File: src/rtl/dma_engine.sv
module dma_engine #(
  parameter int AW = 16,
  parameter int DW = 8
) (
  input  logic          clk,
  input  logic          rst_n,
  input  logic          reg_we,
  input  logic [1:0]    reg_addr,
  input  logic [AW-1:0] reg_wdata,
  output logic [AW-1:0] reg_rdata,
  input  logic          periph_rdy,
  output logic          bus_req,
  input  logic          bus_gnt,
  output logic          bus_drive,
  output logic [AW-1:0] bus_addr,
  output logic          bus_rd,
  output logic          bus_wr,
  output logic          bus_io,
  output logic          bus_fly,
  output logic [DW-1:0] bus_wdata,
  input  logic [DW-1:0] bus_rdata,
  output logic          irq
);
  localparam logic [1:0] P_STEAL = 2'd0, P_FLY = 2'd2;
  localparam logic [1:0] A_IRQ = 2'd1, A_RELOAD = 2'd2;

  typedef enum logic [2:0] {S_IDLE, S_ARM, S_REQ, S_SET, S_RD, S_WR, S_FLY} st_t;
  st_t state;

  logic [AW-1:0] src, dst, cnt, src0, dst0, cnt0;
  logic [DW-1:0] data_q;
  logic [1:0]    pol, act;
  logic          sio, dio, waitrdy, irq_q;

  wire busy   = state != S_IDLE;
  wire ctl_wr = reg_we && reg_addr == 2'd3;
  wire last   = cnt == AW'(1);
  wire [15:0] ctl_view = {irq_q, busy, 5'd0, waitrdy, 2'd0, act, dio, sio, pol};

  always_comb begin
    case (reg_addr)
      2'd0:    reg_rdata = src;
      2'd1:    reg_rdata = dst;
      2'd2:    reg_rdata = cnt;
      default: reg_rdata = AW'(ctl_view);
    endcase
  end

  always_ff @(posedge clk) begin
    if (!rst_n) begin
      state <= S_IDLE;
      src <= '0; dst <= '0; cnt <= '0;
      src0 <= '0; dst0 <= '0; cnt0 <= '0;
      data_q <= '0; pol <= '0; act <= '0;
      sio <= 1'b0; dio <= 1'b0; waitrdy <= 1'b0; irq_q <= 1'b0;
    end else begin
      if (ctl_wr && reg_wdata[7]) irq_q <= 1'b0;
      case (state)
        S_IDLE: begin
          if (reg_we && reg_addr == 2'd0) src <= reg_wdata;
          if (reg_we && reg_addr == 2'd1) dst <= reg_wdata;
          if (reg_we && reg_addr == 2'd2) cnt <= reg_wdata;
          if (ctl_wr) begin
            pol <= reg_wdata[1:0];
            sio <= reg_wdata[2];
            dio <= reg_wdata[3];
            act <= reg_wdata[5:4];
            waitrdy <= reg_wdata[8];
            if (reg_wdata[6]) begin
              src0 <= src; dst0 <= dst; cnt0 <= cnt;
              if (cnt == '0) begin
                if (reg_wdata[5:4] == A_IRQ) irq_q <= 1'b1;
              end else if (reg_wdata[1:0] != P_STEAL && !reg_wdata[8])
                state <= S_REQ;
              else
                state <= S_ARM;
            end
          end
        end
        S_ARM: if (periph_rdy) state <= S_REQ;
        S_REQ: if (bus_gnt) state <= S_SET;
        S_SET: state <= (pol == P_FLY) ? S_FLY : S_RD;
        S_RD: begin
          data_q <= bus_rdata;
          state <= S_WR;
        end
        default: begin
          cnt <= cnt - AW'(1);
          if (!sio) src <= src + AW'(1);
          if (!dio) dst <= dst + AW'(1);
          if (last) begin
            state <= S_IDLE;
            if (act == A_IRQ) irq_q <= 1'b1;
            if (act == A_RELOAD) begin
              src <= src0; dst <= dst0; cnt <= cnt0;
              state <= S_ARM;
            end
          end else if (pol == P_STEAL)
            state <= S_ARM;
          else
            state <= (pol == P_FLY) ? S_FLY : S_RD;
        end
      endcase
    end
  end

  assign bus_req   = state inside {S_REQ, S_SET, S_RD, S_WR, S_FLY};
  assign bus_drive = state inside {S_RD, S_WR, S_FLY};
  assign bus_rd    = state == S_RD || state == S_FLY;
  assign bus_wr    = state == S_WR || state == S_FLY;
  assign bus_fly   = state == S_FLY;
  assign bus_io    = (state == S_RD && sio) || (state == S_WR && dio);
  assign bus_wdata = (state == S_WR) ? data_q : '0;
  assign irq       = irq_q;

  always_comb begin
    case (state)
      S_RD:    bus_addr = src;
      S_WR:    bus_addr = dst;
      S_FLY:   bus_addr = sio ? dst : src;
      default: bus_addr = '0;
    endcase
  end
endmodule

File: config.mk
export PLATFORM = sky130hd
export DESIGN_NAME = dma_engine
export DESIGN_NICKNAME = d
export VERILOG_FILES = /design/src/rtl/dma_engine.sv
export SDC_FILE = /design/constraint.sdc
export NUM_CORES = 1
export LEC_CHECK = 0
export BUFFER_PORTS_ARGS = -buffer_cell sky130_fd_sc_hd__buf_2
export CORE_MARGIN = 5
export CORE_UTILIZATION = 54
export CTS_CLUSTER_DIAMETER = 100
export DETAILED_ROUTE_END_ITERATION = 12
export GPL_TIMING_DRIVEN = 1
export PLACE_DENSITY = 0.8
export SYNTH_ARGS = -nofsm -noshare
export SYNTH_HDL_FRONTEND = slang
export SYNTH_SLANG_ARGS = --single-unit
File: constraint.sdc
create_clock -name clk -period 1.9 [get_ports clk]
set_input_delay 0.19 -clock clk [delete_from_list [all_inputs] [get_ports clk]]
set_output_delay 0.19 -clock clk [all_outputs]
set_load 0.02 [all_outputs]
After elaboration in Yosys (flattened, before gate mapping)

Index checks and enable logic that the tools add are counted.

Output and inout port bits: 47
Register bits: 115
Logic and storage cells: 104
Input port bits: 31

Add/subtract/negate cells: 3
Equal/unequal tests: 22
Bitwise operators: 1
Muxes and demuxes: 37
Reduce and logical (&&, ||, !) cells: 27

Operator list:

| operator              | count |
|---|---|
| $mux 16               | 12 |
| $pmux 16 s2           | 3 |
| $pmux 16 s3           | 2 |
| $add 16x1->16 const B | 2 |
| $mux 3                | 7 |
| $eq 16x1->1 const B   | 1 |
| $logic_not 16->1      | 1 |
| $ne 2x2->1 const B    | 8 |
| $sub 16x1->16 const B | 1 |
| $pmux 3 s5            | 1 |
| $eq 3x3->1 const B    | 3 |
| $eq 2x2->1 const B    | 4 |
| $logic_and 1x1->1     | 8 |
| $mux 1                | 8 |
| $mux 8                | 1 |
| $reduce_and 2->1      | 4 |
| $eq 2x1->1 const B    | 3 |
| $eq 3x2->1 const B    | 2 |
| $reduce_bool 3->1     | 2 |
| $reduce_and 5->1      | 1 |
| $reduce_bool 5->1     | 1 |
| $logic_not 2->1       | 2 |
| $mux 2                | 2 |
| $reduce_or 4->1       | 1 |
| 8 further kinds       | 10 |

Longest topological paths before layout

Gate-level depths: netlist (run 1).

Depth after elaboration: 9
Gate-level depth with buffers: 9
Depth with buffers taken out: 7

Least setup slack after synthesis (run 1)

Ideal clock, no wire load.

Path kind: flip-flop to flip-flop
From: register cnt[0]
To: register src[15]
Cell stages (with the launch flop): 9
Arrival time: 1.842 ns
Slack: -0.067 ns
Path buffers: 2
Period minus slack after synthesis: 1.967 ns
Data required time: 1.775 ns
Library setup time: 0.125 ns
Cells stage by stage: dfxtp_1 > ha_1 > nor3b_1 > nand4_1 > or2_4 > buf_6 > buf_6 > nor4_2 > nor3_1

Word-level cells in the longest chain between the ends: 3

RTL lines:

| item                     | RTL line | text |
|---|---|---|
| start: declaration       | 30       | `logic [AW-1:0] src, dst, cnt, src0, dst0, cnt0;` |
| start signal: assignment | 62       | `if (reg_we && reg_addr == 2'd2) cnt <= reg_wdata;` |
| start signal: assignment | 88       | `cnt <= cnt - AW'(1);` |
| start signal: assignment | 95       | `src <= src0; dst <= dst0; cnt <= cnt0;` |
| $eq 16x1->1              | 37       | `wire last = cnt == AW'(1);` |
| $mux 16                  | 91       | `if (last) begin` |
| $pmux 16 s2              | 58       | `case (state)` |
| end signal: assignment   | 60       | `if (reg_we && reg_addr == 2'd0) src <= reg_wdata;` |
| end signal: assignment   | 89       | `if (!sio) src <= src + AW'(1);` |
| end signal: assignment   | 95       |  |
| end: declaration         | 30       |  |

No other way between the ends.
A chain may end at the register's enable or synchronous reset.

Worst setup path in the final report (run 1)

From: register cnt[1]
To: register state[0]

Word-level cells in the longest chain between the ends: 3
Elaborated cells between the ends (all ways): 6
Classes of those cells: 2 x eq/ne; 2 x mux; 2 x reduce/logical

RTL lines:

| item                                            | RTL line | text |
|---|---|---|
| $eq 16x1->1 or $logic_not 16->1 (tied branches) | 37, 71   |  |
| $mux 3 or $ne 2x2->1 (tied branches)            | -        |  |
| $pmux 3 s5 or $reduce_and 5->1 (tied branches)  | -        |  |
| end signal: assignment                          | 82       | `S_SET: state <= (pol == P_FLY) ? S_FLY : S_RD;` |
| end signal: assignment                          | 101      | `state <= (pol == P_FLY) ? S_FLY : S_RD;` |
| end: declaration                                | 28       | `st_t state;` |

Several ways; a longest one is shown, not always the timed one.

==> flow_metrics.env, run 1 <==
export IMPL_status="finished with violations"
export IMPL_failed_checks="setup timing"
export IMPL_cts_root_buffer="clkbuf_16"
export IMPL_start_util=0.550
export IMPL_grt_max_degree=42
export IMPL_p_leak_uw=0.00383
export IMPL_core_area_sq_um=12600
export IMPL_num_vias=8736
export IMPL_globalRouteOverflowTotal=0
export IMPL_p_total_uw=7680
export IMPL_yosys_top_cells_count="nand2_1 (165), dfxtp_1 (115), clkbuf_1 (61)"
export IMPL_wl_per_cell_um=25.7
export IMPL_synth_distinct_cells=63
export IMPL_whs_ns=0.00451
export IMPL_drive_above_1_share=0.324
export IMPL_maxCapViolations=0
export IMPL_yosys_warnings=0
export IMPL_cts_tree="yes"
export IMPL_grt_first_pass_wirelength_um=39300
export IMPL_rsz0062_at_grt="yes"
export IMPL_synth_main_ff_cell="dfxtp_1"
export IMPL_gp_congestion=0.965
export IMPL_clockBufferDepth=2
export IMPL_synth_top_area_cell="dfxtp_1"
export IMPL_setup_ws_ns=-0.199
export IMPL_max_slew_margin_rel=0.575
export IMPL_drc=0
export IMPL_row_count=41
export IMPL_drt_initial_drc_count=1866
export IMPL_synth_seq_area_share=0.333
export IMPL_ys_async_sr_fraction=0
export IMPL_synth_edf_count=0
export IMPL_synth_cells=890
export IMPL_syn_nets=925
export IMPL_hold_violations=0
export IMPL_netlist_area_leader_share=0.333
export IMPL_layoutNonFillerInstCount=1230
export IMPL_syn_cell_area_sq_um=6910
export IMPL_dp_cells=1158
export IMPL_fin_skew_ns=0.0127
export IMPL_cts_htree_levels=4
export IMPL_die_w_um=123
export IMPL_worstPathMaxFanout=5
export IMPL_vdd_drop_max_uv=608
export IMPL_grt_usage=0.337
export IMPL_post_dp_hpwl_um=16800
export IMPL_yosysMostFrequentCell="nand2_1"
export IMPL_tightest_slew_ns=0.635
export IMPL_area_delta_synth_final_pct=39.0
export IMPL_ios=78
export IMPL_synth_seq_cells=115
export IMPL_cellPowerDensity_nw_per_um2=800
export IMPL_clkTransAtPathRegs_ns=0.06
export IMPL_die_h_um=123
export IMPL_drtAntennaViolNets=0
export IMPL_period_minus_slack_ns=2.10
export IMPL_io_buffers=77
export IMPL_antenna_found_initial=2
export IMPL_clk_latency_ns=0.44
export IMPL_avgViaCountPerCell=7.10
export IMPL_place_ws_ns=-0.0136
export IMPL_cts_inserted_buffers=17
export IMPL_critPathLaunchType="flip-flop"
export IMPL_setup_viol=75
export IMPL_wirelength_um=31600
export IMPL_drv_slew=0
export IMPL_design_final_nets=1079
export IMPL_cts_num_sinks=115
export IMPL_critPathKind="reg -> reg"
export IMPL_cp_data_required_time_ns=2.20
export IMPL_period_share=1.10
export IMPL_endpoint_kind="flip-flop"
export IMPL_first_pass_iters=6
export IMPL_die_area_sq_um=15200
export IMPL_worstHoldPathType="in -> reg"
export IMPL_grt_pass1_vias=7455
export IMPL_arrival_ns=2.40
export IMPL_synthTopCellsByArea="dfxtp_1 (33%), nand2_1 (9.0%), mux2i_1 (5.5%)"
export IMPL_fmax_mhz=476
export IMPL_avgSynthCellArea_sq_um=7.76
==> layer usage <==
metal / global-route usage / share of wire
met5: 0 / 0
met4: 0.193 / 0.094
met3: 0.0883 / 0.15
met2: 0.537 / 0.42
met1: 0.412 / 0.33
==> placed cells by master (no fill, tap or decap), types with 13 or more instances in the layout <==
cell / netlist / final
buf_6: 5 / 22
dfxtp_1: 115 / 108
o21ai_0: 47 / 36
xnor2_1: 16 / 16
mux2i_1: 38 / 37
a21oi_1: 59 / 58
a31oi_1: 35 / 34
buf_2: 17 / 61
and2_1: 20 / 19
nand3_1: 14 / 13
xor2_1: 20 / 20
nor3_1: 24 / 16
nand2_1: 165 / 162
o211ai_1: 26 / 26
buf_4: 1 / 123
nor2_1: 52 / 46
clkbuf_16: 0 / 24
==> what timing repair did <==
item                                   CTS  global route
buffers inserted                         8            19
endpoints found under the hold margin    0             0
setup endpoints to repair               45           120
pin swaps                                6            43
cloned                                   4             9
gates resized for setup                 36           102
hold buffers                             0             0
==> cell type report <==
class                           instances  area [sq um]
Timing Repair Buffer                  224          1860
Tap cell                              172           215
Antenna cell                            1          2.50
Multi-Input combinational cell        680          4540
Clock inverter                         10           153
Inverter                                6          22.5
Clock buffer                           22           484
Fill cell                             738          2970
Sequential cell                       115          2320
==> path summary, 6_finish.rpt <==
| path | end | cells after the start | startpoint | slack (ns) |
|---|---|---|---|---|
| setup / recovery | state[0] | 9 | cnt[1] | -0.20 |
| hold reg to reg | dst0[4] | 2 | dst0[4] | 0.45 |
| hold / removal | data_q[5] | 3 | bus_rdata[5] | 0.005 |
| setup reg to reg | state[0] | 9 | cnt[1] | -0.20 |
==> flip-flops by register name, summed over array words and instances (netlist names) <==
register	count
irq	1
pol	2
state	3
cnt0	16
cnt	16
dst	16
act	2
sio	1
waitrdy	1
data_q	8
dst0	16
src0	16
src	16
dio	1
==> critical path, cell delays in order (launching register included) <==
cell,delay (ns)
dfxtp_2,0.33
inv_2,0.06
ha_1,0.15
nor3b_4,0.21
buf_4,0.14
buf_4,0.10
and4_1,0.53
o221ai_1,0.20
a21oi_1,0.18
a211oi_1,0.07
==> per-stage QoR <==
step / utilization / area [sq um] / setup TNS (ns)
global placement: 0.638 / 8020 / 0
detailed placement: 0.638 / 8020 / -0.0513
global route: 0.764 / 9600 / -8.34
CTS: 0.705 / 8860 / -0.806
floorplan: - / 6920 / -0.153
finish: 0.764 / 9600 / -4.26
==> kinds of logic (layout without fill, tap and decap cells) <==
| kind of cell | Yosys count | in the layout | share of synthesized area |
|---|---|---|---|
| xor gates and xnor gates | 36 | 36 | 0.0456 |
| buffers and inverters | 100 | 262 | 0.0634 |
| muxes | 48 | 48 | 0.0860 |
| DFF | 115 | 115 | 0.333 |
| and+or+nand+nor | 344 | 349 | 0.239 |
| AOI/OAI and AO/OA | 243 | 243 | 0.226 |
| other | 0 | 1 | 0 |
| adders and majority gates | 4 | 4 | 0.00725 |
==> power breakdown <==
group	switching (uW)	leakage [uW]	internal, uW	total [uW]
clock	1210	0.000316	2320	3520
combinational	951	0.00258	631	1580
sequential	88.1	0.000937	2490	2580
Note: power is estimated with default switching activity, not from simulation.
==> run 2, diff against run 1 <==
--- a/config.mk
+++ b/config.mk
@@ -7,11 +7,11 @@
 export LEC_CHECK = 0
 export BUFFER_PORTS_ARGS = -buffer_cell sky130_fd_sc_hd__buf_2
 export CORE_MARGIN = 5
-export CORE_UTILIZATION = 54
+export CORE_UTILIZATION = 55
 export CTS_CLUSTER_DIAMETER = 100
 export DETAILED_ROUTE_END_ITERATION = 12
 export GPL_TIMING_DRIVEN = 1
-export PLACE_DENSITY = 0.8
+export PLACE_DENSITY = 0.79
 export SYNTH_ARGS = -nofsm -noshare
 export SYNTH_HDL_FRONTEND = slang
 export SYNTH_SLANG_ARGS = --single-unit
==> constraint.sdc (replaced) <==
create_clock -name clk -period 2.55 [get_ports clk]
set_input_delay 0.255 -clock clk [delete_from_list [all_inputs] [get_ports clk]]
set_output_delay 0.255 -clock clk [all_outputs]
set_load 0.02 [all_outputs]
==> run 2 against run 1 <==
The flow now finishes without violations. Via count fell by 17%. Clock power fell by 36%. Largest power group unchanged. Final cell count fell by 9.4%. Design area fell by 17%. Clock skew fell by 0.0071 ns. Setup slack improved by 0.27 ns. Routed wire length fell by 29%. Combinational power fell by 50%. Highest routed layer is now met5. Power fell by 35%. Flip-flop and latch count did not move. Sequential share of layout area rose by 4.6 points.
==> flow_metrics.env, run 2 (synthesized netlist as in run 1, its figures left out) <==
export IMPL_mostFrequentLayoutCells="nand2_1 (165), dfxtp_1 (115), buf_2 (77)"
export IMPL_final_common_cell="nand2_1"
export IMPL_die_area_sq_um=14900
export IMPL_num_vias=7281
export IMPL_final_area_sq_um=7990
export IMPL_hold_depth=3
export IMPL_die_w_um=122
export IMPL_seqCellArea_sq_um=2300
export IMPL_cts_tree="yes"
export IMPL_critPathLaunchType="flip-flop"
export IMPL_post_dp_hpwl_um=15100
export IMPL_antenna_found_initial=1
export IMPL_globalRouteOverflowTotal=0
export IMPL_ios=78
export IMPL_setup_ws_ns=0.0722
export IMPL_cts_htree_levels=4
export IMPL_power_frac_clock=0.448
export IMPL_cts_num_sinks=115
export IMPL_cts_inserted_buffers=17
export IMPL_area_delta_synth_final_pct=15.7
export IMPL_cellPowerDensity_nw_per_um2=626
export IMPL_gp_congestion=0.949
export IMPL_cp_data_required_time_ns=2.30
export IMPL_tightest_slew_ns=1.03
export IMPL_drc=0
export IMPL_row_count=41
export IMPL_internal_power_uw=3610
export IMPL_cts_setup_buffers=0
export IMPL_die_h_um=122
export IMPL_grt_pass1_vias=6622
export IMPL_fin_tns_setup_ns=0
export IMPL_reg2reg_to="src[12]"
export IMPL_wl_per_cell_um=20.1
export IMPL_core_area_sq_um=12500
export IMPL_max_slew_margin_rel=0.306
export IMPL_drtAntennaViolNets=0
export IMPL_multi_input_area_sq_um=4190
export IMPL_fillers=1041
export IMPL_clockBufferDepth=2
export IMPL_hp_start="bus_rdata[0]"
export IMPL_start_util=0.554
export IMPL_io_buffers=77
export IMPL_place_area_sq_um=7430
export IMPL_drv_slew=0
export IMPL_p_sw_uw=1400
export IMPL_critPathKind="reg -> out"
export IMPL_cts_resized=0
export IMPL_grt_usage=0.303
export IMPL_clkTransAtPathRegs_ns=0.05
export IMPL_grt_max_degree=48
export IMPL_seqPwrFrac=0.395
export IMPL_status="finished, final reports clean"
export IMPL_drive_above_1_share=0.182
export IMPL_vdd_drop_max_uv=467
export IMPL_arrival_ns=2.22
export IMPL_p_leak_uw=0.00307
export IMPL_wirelength_um=22400
export IMPL_drt_initial_drc_count=1082
export IMPL_switching_share=0.279
export IMPL_diodes=0
export IMPL_r2r_start="cnt[1]"
export IMPL_r2r_cells=9
export IMPL_reg2reg_slack_ns=0.21
export IMPL_cts_hold_buf=0
export IMPL_period_minus_slack_ns=2.48
export IMPL_first_pass_iters=6
export IMPL_maxCapViolations=0
export IMPL_hold_violations=0
export IMPL_setup_viol=0
export IMPL_grt_first_pass_wirelength_um=35600
export IMPL_worstPathMaxFanout=15
export IMPL_design_final_nets=966
export IMPL_share_comb_of_total_power=0.157
export IMPL_period_share=0.972
export IMPL_fin_skew_ns=0.00559
export IMPL_fmax_mhz=404
export IMPL_avgViaCountPerCell=6.54
export IMPL_place_ws_ns=0.342
export IMPL_worstHoldPathType="in -> reg"
export IMPL_endpoint_kind="primary output"
export IMPL_clk_latency_ns=0.42
export IMPL_cts_root_buffer="clkbuf_16"
export IMPL_hold_end="data_q[0]"
export IMPL_rsz0062_at_grt="no"
-- run 2: critical path, cell delays in order (launching register included) --
cell and delay (ns):
dfxtp_1 0.41, or3_1 0.68, mux4_2 0.55, buf_2 0.17
-- run 2: power groups by stage --
stage | clock network (uW) | registers (uW) | logic [uW]
6_report | 2240 | 1980 | 785
5_1_grt | 2340 | 1990 | 836
4_1_cts | 2240 | 1970 | 763
3_5_place_dp | 0 | 2010 | 754
3_3_place_gp | 0 | 2010 | 746
2_1_floorplan | 0 | 1930 | 576
-- run 2: metal layers --
metal | up-vias | GRT usage | part of all wire
li1 | 3287 | - | -
met1 | 3363 | 0.398 | 0.39
met2 | 528 | 0.469 | 0.44
met3 | 101 | 0.0794 | 0.12
met4 | 2 | 0.139 | 0.040
met5 | - | 0 | 0.00058
-- run 2: cell type report --
cell class	instances	area share
multi-input combinational	675	0.525
tap	172	0.0269
clock buffer	25	0.0632
sequential	115	0.288
timing repair buffer	116	0.0880
inverter	6	0.00282
clock inverter	5	0.00626
-- run 2: through the flow --
| stage | utilization | instances | power (uW) | hold WS (ns) |
|---|---|---|---|---|
| floorplan | - | 890 | 2510 | 0.402 |
| global placement | 0.596 | 1084 | 2750 | 0.443 |
| detailed placement | 0.596 | 1084 | 2760 | 0.447 |
| CTS | 0.641 | 1114 | 4980 | 0.0811 |
| global route | 0.641 | 1114 | 5170 | 0.0790 |
| finish | 0.641 | 1114 | 5010 | 0.0824 |
-- run 2: how the worst max path moves through the flow --
stage,start,end,slack [ns]
floorplan,state[2],bus_io,0.56
global placement,cnt[1],src[12],0.50
detailed placement,cnt[1],src[12],0.34
CTS,sio,bus_addr[15],0.04
global route,sio,bus_addr[14],0.02
finish,state[0],reg_rdata[14],0.07
